**src/rtl/bcd_cal_pkg.sv**
```systemverilog
package bcd_cal_pkg;
  typedef logic [7:0] bcd8_t;

  function automatic bcd8_t bcd_inc(input bcd8_t v);
    bcd8_t r;
    if (v[3:0] == 4'd9) r = {v[7:4] + 4'd1, 4'd0};
    else                r = {v[7:4], v[3:0] + 4'd1};
    return r;
  endfunction

  // 10*t + u divisible by 4  <=>  (2*t[0] + u[1:0]) mod 4 == 0
  function automatic logic is_leap(input bcd8_t y);
    logic [1:0] s;
    s = y[1:0] + {y[4], 1'b0};
    return s == 2'b00;
  endfunction
endpackage

```
**src/rtl/sec_prescaler.sv**
```systemverilog
module sec_prescaler #(
  parameter int unsigned PRESCALE = 512
) (
  input  logic clk_i,
  input  logic rst_ni,
  input  logic en_i,
  input  logic clr_i,
  output logic tick_o
);
  localparam int unsigned PW = (PRESCALE > 1) ? $clog2(PRESCALE) : 1;
  localparam logic [PW-1:0] LAST = PW'(PRESCALE - 1);

  logic [PW-1:0] cnt_q;
  logic          at_last;

  generate
    if ((1 << PW) == PRESCALE) begin : g_pow2
      assign at_last = &cnt_q;
      always_ff @(posedge clk_i or negedge rst_ni) begin
        if (!rst_ni)     cnt_q <= '0;
        else if (clr_i)  cnt_q <= '0;
        else if (en_i)   cnt_q <= cnt_q + 1'b1;
      end
    end else begin : g_mod
      assign at_last = (cnt_q == LAST);
      always_ff @(posedge clk_i or negedge rst_ni) begin
        if (!rst_ni)     cnt_q <= '0;
        else if (clr_i)  cnt_q <= '0;
        else if (en_i)   cnt_q <= at_last ? '0 : cnt_q + 1'b1;
      end
    end
  endgenerate

  assign tick_o = en_i && !clr_i && at_last;
endmodule

```
**src/rtl/bcd_wrap_counter.sv**
```systemverilog
module bcd_wrap_counter
  import bcd_cal_pkg::*;
#(
  parameter bcd8_t RST_VAL = 8'h00,
  parameter bcd8_t WRAP_TO = 8'h00
) (
  input  logic  clk_i,
  input  logic  rst_ni,
  input  logic  inc_i,
  input  logic  load_i,
  input  bcd8_t load_val_i,
  input  bcd8_t last_i,
  output bcd8_t val_o,
  output logic  wrap_o
);
  bcd8_t val_q;
  logic  at_last;

  assign at_last = (val_q == last_i);

  always_ff @(posedge clk_i or negedge rst_ni) begin
    if (!rst_ni)     val_q <= RST_VAL;
    else if (load_i) val_q <= load_val_i;
    else if (inc_i)  val_q <= at_last ? WRAP_TO : bcd_inc(val_q);
  end

  assign val_o  = val_q;
  assign wrap_o = inc_i && !load_i && at_last;
endmodule

```
**src/rtl/month_len.sv**
```systemverilog
module month_len
  import bcd_cal_pkg::*;
(
  input  bcd8_t mon_i,
  input  bcd8_t year_i,
  output bcd8_t last_date_o
);
  always_comb begin
    unique case (mon_i)
      8'h04, 8'h06, 8'h09, 8'h11: last_date_o = 8'h30;
      8'h02:                      last_date_o = is_leap(year_i) ? 8'h29 : 8'h28;
      default:                    last_date_o = 8'h31;
    endcase
  end
endmodule

```
**src/rtl/bcd_calendar_core.sv**
```systemverilog
module bcd_calendar_core
  import bcd_cal_pkg::*;
#(
  parameter int unsigned PRESCALE = 512
) (
  input  logic       clk_i,
  input  logic       rst_ni,
  input  logic       tick512_i,
  input  logic       stop_i,
  input  logic       ftest_i,
  input  logic       load_i,
  input  logic [7:0] ld_sec_i,
  input  logic [7:0] ld_min_i,
  input  logic [7:0] ld_hour_i,
  input  logic [7:0] ld_dow_i,
  input  logic [7:0] ld_date_i,
  input  logic [7:0] ld_mon_i,
  input  logic [7:0] ld_year_i,
  output logic [7:0] sec_o,
  output logic [7:0] min_o,
  output logic [7:0] hour_o,
  output logic [7:0] dow_o,
  output logic [7:0] date_o,
  output logic [7:0] mon_o,
  output logic [7:0] year_o
);
  logic  run_en, sec_tick, test_q;
  logic  sec_wrap, min_wrap, hour_wrap, date_wrap, mon_wrap, dow_wrap, year_wrap;
  bcd8_t sec_q, last_date;

  assign run_en = tick512_i && !stop_i;

  sec_prescaler #(.PRESCALE(PRESCALE)) u_presc (
    .clk_i, .rst_ni, .en_i(run_en), .clr_i(load_i), .tick_o(sec_tick)
  );

  bcd_wrap_counter #(.RST_VAL(8'h00), .WRAP_TO(8'h00)) u_sec (
    .clk_i, .rst_ni, .inc_i(sec_tick), .load_i, .load_val_i(ld_sec_i),
    .last_i(8'h59), .val_o(sec_q), .wrap_o(sec_wrap)
  );
  bcd_wrap_counter #(.RST_VAL(8'h00), .WRAP_TO(8'h00)) u_min (
    .clk_i, .rst_ni, .inc_i(sec_wrap), .load_i, .load_val_i(ld_min_i),
    .last_i(8'h59), .val_o(min_o), .wrap_o(min_wrap)
  );
  bcd_wrap_counter #(.RST_VAL(8'h00), .WRAP_TO(8'h00)) u_hour (
    .clk_i, .rst_ni, .inc_i(min_wrap), .load_i, .load_val_i(ld_hour_i),
    .last_i(8'h23), .val_o(hour_o), .wrap_o(hour_wrap)
  );
  bcd_wrap_counter #(.RST_VAL(8'h01), .WRAP_TO(8'h01)) u_dow (
    .clk_i, .rst_ni, .inc_i(hour_wrap), .load_i, .load_val_i(ld_dow_i),
    .last_i(8'h07), .val_o(dow_o), .wrap_o(dow_wrap)
  );

  month_len u_mlen (.mon_i(mon_o), .year_i(year_o), .last_date_o(last_date));

  bcd_wrap_counter #(.RST_VAL(8'h01), .WRAP_TO(8'h01)) u_date (
    .clk_i, .rst_ni, .inc_i(hour_wrap), .load_i, .load_val_i(ld_date_i),
    .last_i(last_date), .val_o(date_o), .wrap_o(date_wrap)
  );
  bcd_wrap_counter #(.RST_VAL(8'h01), .WRAP_TO(8'h01)) u_mon (
    .clk_i, .rst_ni, .inc_i(date_wrap), .load_i, .load_val_i(ld_mon_i),
    .last_i(8'h12), .val_o(mon_o), .wrap_o(mon_wrap)
  );
  bcd_wrap_counter #(.RST_VAL(8'h00), .WRAP_TO(8'h00)) u_year (
    .clk_i, .rst_ni, .inc_i(mon_wrap), .load_i, .load_val_i(ld_year_i),
    .last_i(8'h99), .val_o(year_o), .wrap_o(year_wrap)
  );

  // divider-rate readout flop for frequency test
  always_ff @(posedge clk_i or negedge rst_ni) begin
    if (!rst_ni)                  test_q <= 1'b0;
    else if (run_en && ftest_i)   test_q <= ~test_q;
  end

  assign sec_o = {sec_q[7:1], ftest_i ? test_q : sec_q[0]};
endmodule

```
**config.mk**
```make
export PLATFORM = sky130hd
export DESIGN_NAME = bcd_calendar_core
export DESIGN_NICKNAME = d
export VERILOG_FILES = /design/src/rtl/bcd_cal_pkg.sv /design/src/rtl/sec_prescaler.sv /design/src/rtl/bcd_wrap_counter.sv /design/src/rtl/month_len.sv /design/src/rtl/bcd_calendar_core.sv
export SDC_FILE = /design/constraint.sdc
export NUM_CORES = 1
export LEC_CHECK = 0
export BUFFER_PORTS_ARGS = -buffer_cell sky130_fd_sc_hd__buf_2
export CAP_MARGIN = 15
export CORE_ASPECT_RATIO = 0.6
export CORE_MARGIN = 3
export CORE_UTILIZATION = 50
export CTS_BUF_LIST = sky130_fd_sc_hd__clkbuf_4
export CTS_CLUSTER_SIZE = 16
export DETAILED_ROUTE_END_ITERATION = 10
export GPL_ROUTABILITY_DRIVEN = 0
export GPL_TIMING_DRIVEN = 0
export PLACE_DENSITY = 0.74
export SETUP_SLACK_MARGIN = 0.02
export SYNTH_ARGS = -nofsm -noshare
export SYNTH_HDL_FRONTEND = slang
export SYNTH_SLANG_ARGS = --single-unit
```
**constraint.sdc**
```tcl
create_clock -name clk_i -period 3.55 [get_ports clk_i]
set_input_delay 0.355 -clock clk_i [delete_from_list [all_inputs] [get_ports clk_i]]
set_output_delay 0.355 -clock clk_i [all_outputs]
set_load 0.02 [all_outputs]
```
# == Word-level counts from Yosys, hierarchy flattened ==
# Index checks and enable logic that the tools add are counted.
# word_totals
reg_bits,66
in_bits,62
output_inout_bits,56
wordCells,125
# op_classes
n_addsub,16
n_eq_ne,19
muxes,33
n_bitwise,1
n_reduce_logical,40
# ops
op,count
$mux W8,28
$add A4 B1 Y4 const B,14
$eq A4 B4 Y1 const B,7
$eq A8 B3 Y1 const B,3
$reduce_bool A3 Y1,7
$mux W9,2
$eq A8 B5 Y1 const B,2
$eq A8 B7 Y1 const B,2
$pmux W8 S2,1
$logic_and A1 B1 Y1,14
$reduce_and A2 Y1,7
$reduce_bool A2 Y1,7
$add A9 B1 Y9 const B,1
$reduce_and A9 Y1,1
$eq A8 B2 Y1 const B,1
$eq A8 B4 Y1 const B,1
$eq A8 B6 Y1 const B,1
$eq A8 B8 Y1,1
$eq A8 B8 Y1 const B,1
$reduce_or A4 Y1,1
$add A2 B2 Y2,1
$logic_not A1 Y1,2
$logic_not A2 Y1,1
$mux W1,2
$not A1 Y1,1

# == Logic depth before layout (Yosys ltp) ==
# Gate-level depths: netlist of run 1.
# logic_depth
ltp_word,16
mapped_depth,11
ltp_nobuf,10

# == Hierarchy ==
# A second synthesis of run 1 with hierarchy kept.
# unflattened
hier_cells,647
area_unflattened_um2,5940.7
# by_module_without_submodules
module,instances,cells_each,area_per_inst_um2,seq_area_each_um2
bcd_wrap_counter at u_hour ...,4,85,769.5,200.2
bcd_wrap_counter at u_date ...,3,79,737.0,201.4
sec_prescaler,1,45,446.7,225.2
month_len,1,18,132.6,0.0
bcd_calendar_core,1,7,72.6,25.0

# == Worst setup path before layout of run 1 ==
# No wires, ideal clock.
# synth_path
kind,reg-to-reg
start,"register u_mon.val_q[5], in the netlist u_mon.val_o[5]"
end,"register u_date.val_q[4], in the netlist u_date.val_o[4]"
setup_ns,0.084
arrival_ns,2.495
required_time_ns,3.466
setup_slack_ns,0.971
stages_incl_launch_ff,11
path_buffers,2
synth_period_minus_slack_ns,2.579
cell_sequence,dfrtp_1 -> inv_1 -> ha_1 -> nor3b_1 -> nand3_1 -> and4_4 -> buf_6 -> o21a_1 -> buf_6 -> or4_4 -> a41oi_2
# synth_via
elab_chain_cells,7
word_cells_on_any_way,13
cone_classes,6 x eq/ne; 4 x mux; 3 x reduce/logical
# synth_lines
element,line_no,rtl
"start, declared",bcd_wrap_counter.sv:16,bcd8_t val_q;
"start signal, assigned",bcd_wrap_counter.sv:23,else if (load_i) val_q <= load_val_i;
"start signal, assigned",bcd_wrap_counter.sv:24,else if (inc_i) val_q <= at_last ? WRAP_TO : bcd_inc(val_q);
$eq A8 B3 Y1 (tied with other cells),month_len.sv:9,unique case (mon_i)
$reduce_or A4 Y1,month_len.sv:9,
$pmux W8 S2 *,month_len.sv:9,
$eq A8 B8 Y1 *,bcd_wrap_counter.sv:19,assign at_last = (val_q == last_i);
$mux W8 (2 in series),bcd_wrap_counter.sv:24,
$mux W8,bcd_wrap_counter.sv:23,
"end signal, assigned",bcd_wrap_counter.sv:23,
"end signal, assigned",bcd_wrap_counter.sv:24,
"end, declared",bcd_wrap_counter.sv:16,
# Mark *: on every way between the ends. The rest lies on a longest branch, timed or not. The select of a mux whose other input is x is not followed.
# A chain may end at the register's enable or synchronous reset.

# == Worst setup path in the final report of run 1 ==
# layout_path
start,register u_presc.cnt_q[2]
end,"register u_year.val_q[6], in the netlist u_year.val_o[6]"
# layout_via
elab_chain_cells,14
# layout_lines
element,line_no,rtl
"start, declared",sec_prescaler.sv:13,logic [PW-1:0] cnt_q;
"start signal, assigned",sec_prescaler.sv:22,else if (en_i) cnt_q <= cnt_q + 1'b1;
$reduce_and A9 Y1,sec_prescaler.sv:18,assign at_last = &cnt_q;
$logic_and A1 B1 Y1,sec_prescaler.sv:34,assign tick_o = en_i && !clr_i && at_last;
$logic_and A1 B1 Y1 (10 in series),bcd_wrap_counter.sv:28,assign wrap_o = inc_i && !load_i && at_last;
$reduce_bool A2 Y1 (no source line),-,
$reduce_and A2 Y1 (no source line),-,
"end signal, assigned",bcd_wrap_counter.sv:23,
"end signal, assigned",bcd_wrap_counter.sv:24,
"end, declared",bcd_wrap_counter.sv:16,
# Every way passes these cells.

==> results.txt, run 1 <==
number of instances in the synthesized netlist - 503
starting density of the core - 53.9%
net count after synthesis - 591
Final ANT Viol Nets - 0
compound-cell area share of the yosys netlist - 19.8%
actual slew at the worst max-slew pin - 0.865 ns
count of state elements after synthesis - 66
result of the run - finished, violations left
final core utilization - 64.4%
kind of critical path - flip-flop to flip-flop
commonest cells after routing, fill and taps aside - buf_2 (117), dfrtp_1 (63), nand2_1 (45)
leading register cell type out of synthesis - dfrtp_1
Crit path largest cell delay - 0.47 ns
portion of netlist area occupied by mux cells - 2.61%
Period Utilization, post-route - 89.7%
die width - 128 um
buffering stage count on the worst path with inverters included - 1
element type at the critical path start - flip-flop
net total in the final layout - 718
commonest non-fill, non-tap cell in the layout - buf_2
Pleak - 2.46 nW
DR vias - 4376
post-synthesis sequential area ratio - 37.2%
TritonCTS clock tree - yes
max cap viols - 0
area growth from synthesis to final layout - 19.5%
count of flip-flops with a built-in enable after synthesis - 0
Min-Delay Path Class - input pin to asynchronous set/reset pin
element type at the critical path end - flip-flop
H-tree levels - 3
critical path fanouts, max - 10
violations in the final reports - negative hold slack
Synthesis Warnings - 0
clock buffers created by TritonCTS - 9
clock edge transition at the registers on the reported setup and hold paths - 0.12 ns
global-route wire length before repair - 21.5 mm
Max-Slew Margin vs Limit - 42.3%
Post-Synth Adder-Cell Area - 7.31%
maximum number of pins on one net before global-route repair - 67
buffer count from post-CTS setup fixing - 0
floorplan die area - 0.0101 mm^2
Synth Area in Simple Gates - 24.2%
Max clock buf depth - 2
overall power - 2.02 mW
arrival time at the worst endpoint - 3.58 ns
Detail Placement HPWL - 9.75 mm
placeable core area - 0.00826 mm^2
instance area after placement - 0.00517 mm^2
post-route design area - 0.00532 mm^2
leftover overflow at the end of global routing - 0
final routed wirelength across all metal layers - 13.2 mm
Gates resized, CTS repair - 0
aggregate global-route resource usage - 26.8%
average via count per standard cell - 5.89
xor and xnor fraction of the mapped netlist area - 2.95%
fraction of final layout cells sized beyond drive strength 1 - 26.1%
average cell area after synthesis - 8.85 um^2
list of cells traversed by the critical path - and3_1, nand3_1, nor2_1, ha_1, and4bb_2, nand3_1, buf_2, nor3_2, o2111ai_2, or4_1, nand3_1
worst clock skew - 0.0172 ns
drt first-iter violations - 421
total negative setup slack - 0 ns
via count of the first global-routing pass - 4157
number of rows in the core area - 25
clock root buffer master - clkbuf_4
post-detailed-route wirelength per cell - 17.7 um
count of pins on the block boundary - 118
CP dominant cell by count - nand3_1
unrepaired setup endpoints after global routing - false
slack of the worst reg-to-reg path - 0.37 ns
final hold slack - -0.0126 ns
kind of cell adding the most delay to the critical path - simple AND/OR/NAND/NOR gates
Clk Latency, worst-skew pair - 0.46 ns
netlist area before placement - 0.00445 mm^2
Tmin final - 3.18 ns
combinational family with the most area after synthesis - simple AND/OR/NAND/NOR gates
Port Buf Inserts - 116
Pwr per Cell Area - 380 mW/mm^2
number of diodes - 0
max frequency - 314 MHz
number of optimization iterations in the first detailed-route pass - 5
number of inserted filler cells in the final layout - 730
slowest stage cell, crit path - nor3_2
vertical extent of the die - 79.1 um
number of different library cells in the post-synthesis netlist - 68
proportion of register bits with asynchronous set or reset after synthesis - 100%
Final Hold Viols - 4
required time of the critical path - 3.95 ns
VDD IR max - 0.237 mV
Max Transition Viols Final - 0
number of hold buffers added after cts - 0
Residual DRC - 0
setup violation total in the final timing report - 0
Clock Sinks - 66
antenna violations before repair - 1
## layer usage
metal	up-vias	GRT usage [%]	wire length [um]
li1	2072	-	-
met1	2067	39.2	6130
met2	219	40.2	5720
met3	16	5.44	1180
met4	2	7.84	146
met5	-	0	7
## worst register-to-register path, stage by stage, from the launching register on
cell and delay (ns):
dfrtp_1 0.42, and3_1 0.22, nand3_1 0.11, nor2_1 0.12, ha_1 0.14, and4bb_2 0.31, nand3_1 0.20, buf_2 0.25
nor3_2 0.47, o2111ai_2 0.32, or4_1 0.48, nand3_1 0.09
## Yosys cell counts (3+ instances only)
library cell / n / area share [%]
o21ai_0: 37 / 4.2
clkbuf_1: 17 / 1.4
dfrtp_1: 63 / 35
and3_1: 6 / 0.84
o21a_1: 5 / 0.84
nand3_1: 28 / 3.1
a31oi_1: 4 / 0.56
nand3b_1: 7 / 1.2
nor2b_1: 13 / 1.8
nor3_1: 15 / 1.7
inv_1: 21 / 1.8
a221o_1: 5 / 1.1
nor3b_1: 9 / 1.5
o211ai_1: 6 / 1.0
a211oi_1: 9 / 1.5
o31ai_1: 5 / 0.84
buf_6: 4 / 1.0
dfstp_2: 3 / 1.8
o2111ai_1: 3 / 0.59
mux2_2: 5 / 1.3
and2_1: 5 / 0.70
buf_4: 8 / 1.3
xor2_1: 11 / 2.2
or3_1: 3 / 0.42
a2bb2oi_1: 3 / 0.59
a21oi_1: 29 / 3.3
nand2b_1: 6 / 0.84
nand4_1: 4 / 0.56
mux2i_1: 6 / 1.3
nor4_1: 3 / 0.42
xnor2_1: 4 / 0.79
ha_1: 26 / 7.3
nand2_1: 45 / 3.8
nor2_1: 41 / 3.5
## cells by family after synthesis
family,after synthesis
AOI/OAI and AO/OA,131
DFF,66
muxes,11
xor gates and xnor gates,15
buffers and inverters,53
adders and majority gates,26
and+or+nand+nor,201
## sequential cells by signal, indices dropped and copies added, names as in the netlist
signal and flops:
u_presc.cnt_q 9, u_date.val_o 8, u_dow.val_o 8, u_hour.val_o 8
u_min.val_o 8, u_mon.val_o 8, u_sec.val_o 8, u_year.val_o 8
test_q 1
## final timing paths
path | endpoint | startpoint | cells past startpoint
min in group clk_i | u_year.val_o[7] | ld_year_i[7] | 3
hold reg to reg | test_q | test_q | 1
setup / recovery | u_year.val_o[6] | u_presc.cnt_q[2] | 11
hold / removal | u_mon.val_o[3] | rst_ni | 1
max in group asynchronous | u_hour.val_o[3] | rst_ni | 1
setup reg to reg | u_year.val_o[6] | u_presc.cnt_q[2] | 11
## cell type report
type,instances,area [um^2],area share (%)
clock buffers,9,67.6,1.27
inverters,21,78.8,1.48
flip-flops and latches,66,1660,31.1
plain buffers,32,183,3.43
well taps,108,135,2.54
repair buffers,116,583,11.0
clock inverters,7,83.8,1.58
multi-input cells,384,2530,47.6
## per-stage QoR
stage	setup slack (ns)	std cells
2_1_floorplan	0.971	503
3_3_place_gp	0.509	727
3_5_place_dp	0.423	727
4_1_cts	0.385	743
5_1_grt	0.124	743
6_report	0.365	743
## where the power goes
group          leakage, nW  internal (mW)  switching, mW
Combinational         1.58          0.212          0.305
Clock               0.0784          0.277          0.296
Sequential           0.805          0.826          0.105
Total                 2.46           1.32          0.705
Power figures use the tool's default switching activity.
==> run 2: changes to the inputs <==
==> constraint.sdc (replaced) <==
create_clock -name clk_i -period 3 [get_ports clk_i]
set_input_delay 0.3 -clock clk_i [delete_from_list [all_inputs] [get_ports clk_i]]
set_output_delay 0.3 -clock clk_i [all_outputs]
set_load 0.02 [all_outputs]
==> run 2 against run 1 <==
The run now ends clean. Critical path depth grew 1. Register-to-register slack worse by 0.17 ns. First-iteration DRC count rose by 15%. Sequential cell count did not move. Combinational power grew 20%. Sequential power rose by 18%. Critical path type unchanged. Sequential share of layout area down 0.62 points.
==> results.txt, run 2 (synthesized netlist as in run 1, its figures left out) <==
number of rows in the core area - 25 (unchanged)
count of pins on the block boundary - 118 (unchanged)
die width - 128 um (unchanged)
DR vias - 4387 (+0.25%)
commonest cells after routing, fill and taps aside - buf_2 (116), dfrtp_1 (63), nand2_1 (45)
Residual DRC - 0 (unchanged)
clock buffers created by TritonCTS - 9 (unchanged)
antenna violations before repair - 1 (unchanged)
number of flip-flops under the largest register name - 9 (unchanged)
most congested layer reported by global routing - met2
Detail Placement HPWL - 9.75 mm (unchanged)
Clk Latency, worst-skew pair - 0.45 ns (about the same)
number of optimization iterations in the first detailed-route pass - 7 (+2)
Hold Crit Depth - 3
global-route met1 utilization - 39.1% (-0.15 points)
worst clock skew - 0.0132 ns (-0.00393 ns)
Min-Delay Path Class - input pin to flip-flop
critical path fanouts, max - 10 (unchanged)
TritonCTS clock tree - yes
total negative setup slack - 0 ns (unchanged)
buffering stage count on the worst path with inverters included - 2 (+1)
Max-Slew Margin vs Limit - 42.4% (+0.079 points)
VDD IR max - 0.280 mV (+18%)
floorplan die area - 0.0101 mm^2 (unchanged)
hold path startpoint - ld_year_i[7]
kind of critical path - flip-flop to flip-flop
Final ANT Viol Nets - 0 (unchanged)
number of inserted filler cells in the final layout - 722 (-1.1%)
net total in the final layout - 723 (+0.70%)
area growth from synthesis to final layout - 22.0%
setup violation total in the final timing report - 0 (unchanged)
endpoint with the worst hold slack - u_year.val_o[7]
M2 GR Usage - 40.2% (unchanged)
commonest non-fill, non-tap cell in the layout - buf_2
Pwr per Cell Area - 442 mW/mm^2 (+16%)
starting density of the core - 53.9% (unchanged)
maximum number of pins on one net before global-route repair - 67 (unchanged)
slowest stage cell, crit path - dfrtp_1
arrival time at the worst endpoint - 3.15 ns (-0.43 ns)
kind of cell adding the most delay to the critical path - simple AND/OR/NAND/NOR gates
overall power - 2.40 mW (+19%)
H-tree levels - 3 (unchanged)
vertical extent of the die - 79.1 um (unchanged)
drt first-iter violations - 483 (+15%)
average via count per standard cell - 5.86 (-0.42%)
Port Buf Inserts - 116 (unchanged)
Placed Cells - 727 (unchanged)
Tmin final - 2.80 ns (-0.382 ns)
CP dominant cell by count - buf_4
Crit path largest cell delay - 0.41 ns (-0.06 ns)
final core utilization - 65.7% (+1.3 points)
result of the run - finished clean
fraction of final layout cells sized beyond drive strength 1 - 27.7% (+1.5 points)
number of non-filler instances in the completed layout - 748 (+0.67%)
slack of the worst reg-to-reg path - 0.20 ns (-0.17 ns)
final routed wirelength across all metal layers - 13.5 mm (+2.4%)
Max clock buf depth - 2 (unchanged)
clock root buffer master - clkbuf_4
met3 track demand over resource in global routing - 5.78% (+0.34 points)
placeable core area - 0.00826 mm^2 (unchanged)
global-route wire length before repair - 21.5 mm (+0.19%)
max frequency - 357 MHz (+14%)
worst reg-to-reg path cell count - 12 (+1)
element type at the critical path start - flip-flop
Clock Sinks - 66 (unchanged)
startpoint of the most critical register-to-register path - u_presc.cnt_q[2]
aggregate global-route resource usage - 26.9% (+0.047 points)
required time of the critical path - 3.35 ns (-0.60 ns)
actual slew at the worst max-slew pin - 0.864 ns (-0.00119 ns)
element type at the critical path end - flip-flop
Max Transition Viols Final - 0 (unchanged)
Pleak - 2.53 nW (+2.7%)
leftover overflow at the end of global routing - 0 (unchanged)
reg-to-reg critical path endpoint - u_dow.val_o[6]
max cap viols - 0 (unchanged)
register with the most flip-flops - u_presc.cnt_q
Final Hold Viols - 0 (-4)
list of cells traversed by the critical path - and3_1, nand3_1, nor2_1, ha_1, and4bb_4, nand3_2, buf_4, nor3_4, buf_4, o21ai_2, o21a_1, o31ai_1
post-detailed-route wirelength per cell - 18.0 um (+1.7%)
via count of the first global-routing pass - 4169 (+0.29%)
number of diodes - 0 (unchanged)
Period Utilization, post-route - 93.4% (+3.7 points)
clock edge transition at the registers on the reported setup and hold paths - 0.11 ns (about the same)
==> run 2: cell types whose count changed in the layout (fill, tap and decap cells not counted), moves of 2 or more <==
cell     change
nor3b_2      +2
nor3_4       +2
nor3_2       -2
nor3b_1      -2
buf_4        +5
==> run 2: report_power, final <==
| group | switching [mW] | internal (mW) |
|---|---|---|
| registers | 0.126 | 0.977 |
| clock network | 0.348 | 0.328 |
| logic | 0.365 | 0.253 |
| total | 0.839 | 1.56 |
==> run 2: layer usage <==
| layer | wire (um) | part of all wire (%) | vias up |
|---|---|---|---|
| met2 | 5990 | 44 | 205 |
| met4 | 150 | 1.1 | 2 |
| li1 | - | - | 2084 |
| met5 | 7 | 0.052 | - |
| met1 | 6210 | 46 | 2081 |
| met3 | 1150 | 8.5 | 15 |
==> run 2: timing repair <==
item | 4_1_cts | 5_1_grt
buffers inserted | 0 | 4
hold endpoints to repair | 63 | 0
gates resized for setup | 3 | 13
setup endpoints to repair | 10 | 24
hold buffers | 1 | 0
pin swaps | 1 | 3
==> run 2: stage by stage <==
step                      area, um^2  hold slack (ns)  setup WS (ns)
after global placement          5170            0.453        -0.0410
final                           5430           0.0417          0.197
after floorplan                 4450          0.00441          0.421
after global routing            5430           0.0405        -0.0205
after detailed placement        5170            0.469         -0.127
after CTS                       5340           0.0216        0.00854
==> run 2: area by class of cell <==
class                      count  area [um^2]  share of cell area [%]
multi-input combinational    384         2600                    47.9
sequential                    66         1660                    30.5
timing repair buffer         121          623                    11.5
buffer                        32          186                    3.43
tap                          108          135                    2.49
clock inverter                 7         83.8                    1.54
inverter                      21         78.8                    1.45
clock buffer                   9         67.6                    1.24
==> run 2: worst reg2reg max path: stages (launching register included) <==
cell	delay [ns]
dfrtp_1	0.41
and3_1	0.22
nand3_1	0.12
nor2_1	0.13
ha_1	0.16
and4bb_4	0.29
nand3_2	0.16
buf_4	0.22
nor3_4	0.29
buf_4	0.18
o21ai_2	0.10
o21a_1	0.22
o31ai_1	0.21
==> run 2: how the worst max path moves through the flow <==
| stage | startpoint | to | slack [ns] | depth (start not counted) |
|---|---|---|---|---|
| global placement | u_presc.cnt_q[2] | u_year.val_o[6] | -0.04 | 11 |
| finish | u_presc.cnt_q[2] | u_dow.val_o[6] | 0.20 | 12 |
| detailed placement | u_presc.cnt_q[2] | u_year.val_o[6] | -0.13 | 11 |
| floorplan | u_mon.val_o[5] | u_date.val_o[4] | 0.42 | 10 |
| global route | u_presc.cnt_q[2] | u_dow.val_o[6] | -0.02 | 12 |
| CTS | u_presc.cnt_q[2] | u_year.val_o[6] | 0.009 | 11 |
==> run 3: changes to the inputs <==
--- a/config.mk
+++ b/config.mk
@@ -9,13 +9,13 @@
 export CAP_MARGIN = 15
 export CORE_ASPECT_RATIO = 0.6
 export CORE_MARGIN = 3
-export CORE_UTILIZATION = 50
+export CORE_UTILIZATION = 55
 export CTS_BUF_LIST = sky130_fd_sc_hd__clkbuf_4
 export CTS_CLUSTER_SIZE = 16
 export DETAILED_ROUTE_END_ITERATION = 10
 export GPL_ROUTABILITY_DRIVEN = 0
 export GPL_TIMING_DRIVEN = 0
-export PLACE_DENSITY = 0.74
+export PLACE_DENSITY = 0.81
 export SETUP_SLACK_MARGIN = 0.02
 export SYNTH_ARGS = -nofsm -noshare
 export SYNTH_HDL_FRONTEND = slang
==> run 3 against run 2 <==
Final cell count fell by 0.67%. Setup slack got worse by 0.035 ns. Highest routed layer unchanged. Sequential cell count unchanged. Cell area fell by 1.4%. Sequential share of layout area increased by 0.44 points. Critical endpoint is now u_year.val_o[2]. Largest cell class unchanged. Critical path depth fell by 1.
==> results.txt, run 3 (synthesized netlist as in run 1, its figures left out) <==
element type at the critical path end - flip-flop
drt first-iter violations - 474 (-1.9%)
floorplan die area - 0.00924 mm^2 (-8.5%)
Max Transition Viols Final - 0 (unchanged)
Clk Latency, worst-skew pair - 0.44 ns (about the same)
reg-to-reg critical path endpoint - u_year.val_o[2]
maximum number of pins on one net before global-route repair - 67 (unchanged)
Tmin final - 2.84 ns (+0.0350 ns)
number of optimization iterations in the first detailed-route pass - 6 (-1)
clock root buffer master - clkbuf_4
Residual DRC - 0 (unchanged)
final routed wirelength across all metal layers - 13.3 mm (-1.5%)
setup violation total in the final timing report - 0 (unchanged)
clock edge transition at the registers on the reported setup and hold paths - 0.12 ns (about the same)
CP endpoint - u_year.val_o[2]
Detail Placement HPWL - 9.68 mm (-0.74%)
number of diodes - 0 (unchanged)
commonest non-fill, non-tap cell in the layout - buf_2
Final Hold Viols - 0 (unchanged)
number of flip-flops under the largest register name - 9 (unchanged)
via count of the first global-routing pass - 4097 (-1.7%)
fraction of final layout cells sized beyond drive strength 1 - 27.1% (-0.58 points)
required time of the critical path - 3.30 ns (-0.05 ns)
number of inserted filler cells in the final layout - 613 (-15%)
TritonCTS clock tree - yes
max frequency - 352 MHz (-1.2%)
Crit. Startpoint - u_presc.cnt_q[2]
Final WS setup - 0.162 ns (-0.0350 ns)
Pwr per Cell Area - 411 mW/mm^2 (-7.0%)
worst reg-to-reg path cell count - 11 (-1)
DR vias - 4524 (+3.1%)
Pleak - 2.50 nW (-1.1%)
count of pins on the block boundary - 118 (unchanged)
Final ANT Viol Nets - 0 (unchanged)
placeable core area - 0.00754 mm^2 (-8.7%)
aggregate global-route resource usage - 29.2% (+2.3 points)
post-detailed-route wirelength per cell - 17.9 um (-0.86%)
leftover overflow at the end of global routing - 0 (unchanged)
kind of critical path - flip-flop to flip-flop
vertical extent of the die - 75.7 um (-4.3%)
startpoint of the most critical register-to-register path - u_presc.cnt_q[2]
number of rows in the core area - 24 (-4.0%)
result of the run - finished clean
register with the most flip-flops - u_presc.cnt_q
arrival time at the worst endpoint - 3.14 ns (about the same)
worst clock skew - 0.0174 ns (+0.00420 ns)
average via count per standard cell - 6.09 (+3.8%)
element type at the critical path start - flip-flop
total negative setup slack - 0 ns (unchanged)
Max-Slew Margin vs Limit - 41.8% (-0.61 points)
Period Utilization, post-route - 94.6% (+1.2 points)
clock buffers created by TritonCTS - 9 (unchanged)
unrepaired setup endpoints after global routing - false
die width - 122 um (-4.4%)
critical path fanouts, max - 10 (unchanged)
net total in the final layout - 723 (unchanged)
final core utilization - 71.0% (+5.3 points)
final hold slack - 0.0537 ns (+0.0121 ns)
Min-Delay Path Class - input pin to flip-flop
overall power - 2.20 mW (-8.3%)
global-route wire length before repair - 20.6 mm (-4.2%)
VDD IR max - 0.279 mV (-0.55%)
slack of the worst reg-to-reg path - 0.16 ns (-0.03 ns)
H-tree levels - 3 (unchanged)
actual slew at the worst max-slew pin - 0.873 ns (+0.00911 ns)
commonest cells after routing, fill and taps aside - buf_2 (117), dfrtp_1 (63), nand2_1 (45)
antenna violations before repair - 1 (unchanged)
Post-Place Worst Slack - -0.141 ns (-0.0136 ns)
starting density of the core - 59.0% (+5.2 points)
max cap viols - 0 (unchanged)
Max clock buf depth - 2 (unchanged)
area growth from synthesis to final layout - 20.2%
Port Buf Inserts - 116 (unchanged)
Clock Sinks - 66 (unchanged)
[run 3: cell types whose count changed in the layout (fill, tap and decap cells not counted), sizes merged]
cell and delta:
bufinv -2, clkinv +2, clkinvlp -1
[run 3: where the power goes]
| part | internal (mW) | switching (mW) |
|---|---|---|
| Combinational | 0.252 | 0.364 |
| Sequential | 0.977 | 0.128 |
| Clock | 0.152 | 0.326 |
[run 3: worst min path at each step]
stage / end / from / slack, ns / depth (start not counted)
after floorplan: test_q / rst_ni / 0.004 / 0
after global placement: test_q / test_q / 0.45 / 1
after detailed placement: u_mon.val_o[1] / rst_ni / 0.46 / 1
after CTS: u_year.val_o[6] / ld_year_i[6] / 0.03 / 3
after global routing: u_mon.val_o[4] / ld_mon_i[4] / 0.02 / 3
final: u_year.val_o[6] / ld_year_i[6] / 0.05 / 3
[run 3: critical path, stage by stage (launching register included)]
cell	delay [ns]
dfrtp_1	0.41
and3_1	0.21
nand3_1	0.11
nor2_1	0.12
ha_1	0.15
and4bb_2	0.32
nand3_2	0.16
buf_2	0.22
o31a_1	0.41
nor2_1	0.31
a31o_2	0.20
a31oi_1	0.08
[run 3: routing by layer]
layer	vias up	track usage, %	wire [um]
met4	2	5.83	116
met1	2178	41.7	6030
li1	2087	-	-
met2	241	44.6	5910
met3	16	8.83	1230
met5	-	0	7
[run 3: timing repair]
action	4_1_cts	5_1_grt
pin swaps	0	3
buffers inserted	0	4
gates resized for setup	3	8
hold endpoints to repair	63	0
endpoints found under the setup margin	11	20
hold buffers	1	0
[run 3: per-stage QoR]
| step | instances | cell area [um^2] |
|---|---|---|
| after CTS | 739 | 5280 |
| after global placement | 723 | 5160 |
| after global routing | 743 | 5350 |
| final | 743 | 5350 |
| after floorplan | 503 | 4450 |
| after detailed placement | 723 | 5160 |
[run 3: final cells by class]
class | count | area, um^2 | share of cell area, %
plain buffers | 32 | 184 | 3.44
clock buffers | 9 | 67.6 | 1.26
clock inverters | 6 | 25.0 | 0.468
inverters | 21 | 78.8 | 1.47
multi-input cells | 384 | 2590 | 48.4
flip-flops and latches | 66 | 1660 | 30.9
well taps | 104 | 130 | 2.43
repair buffers | 121 | 623 | 11.6
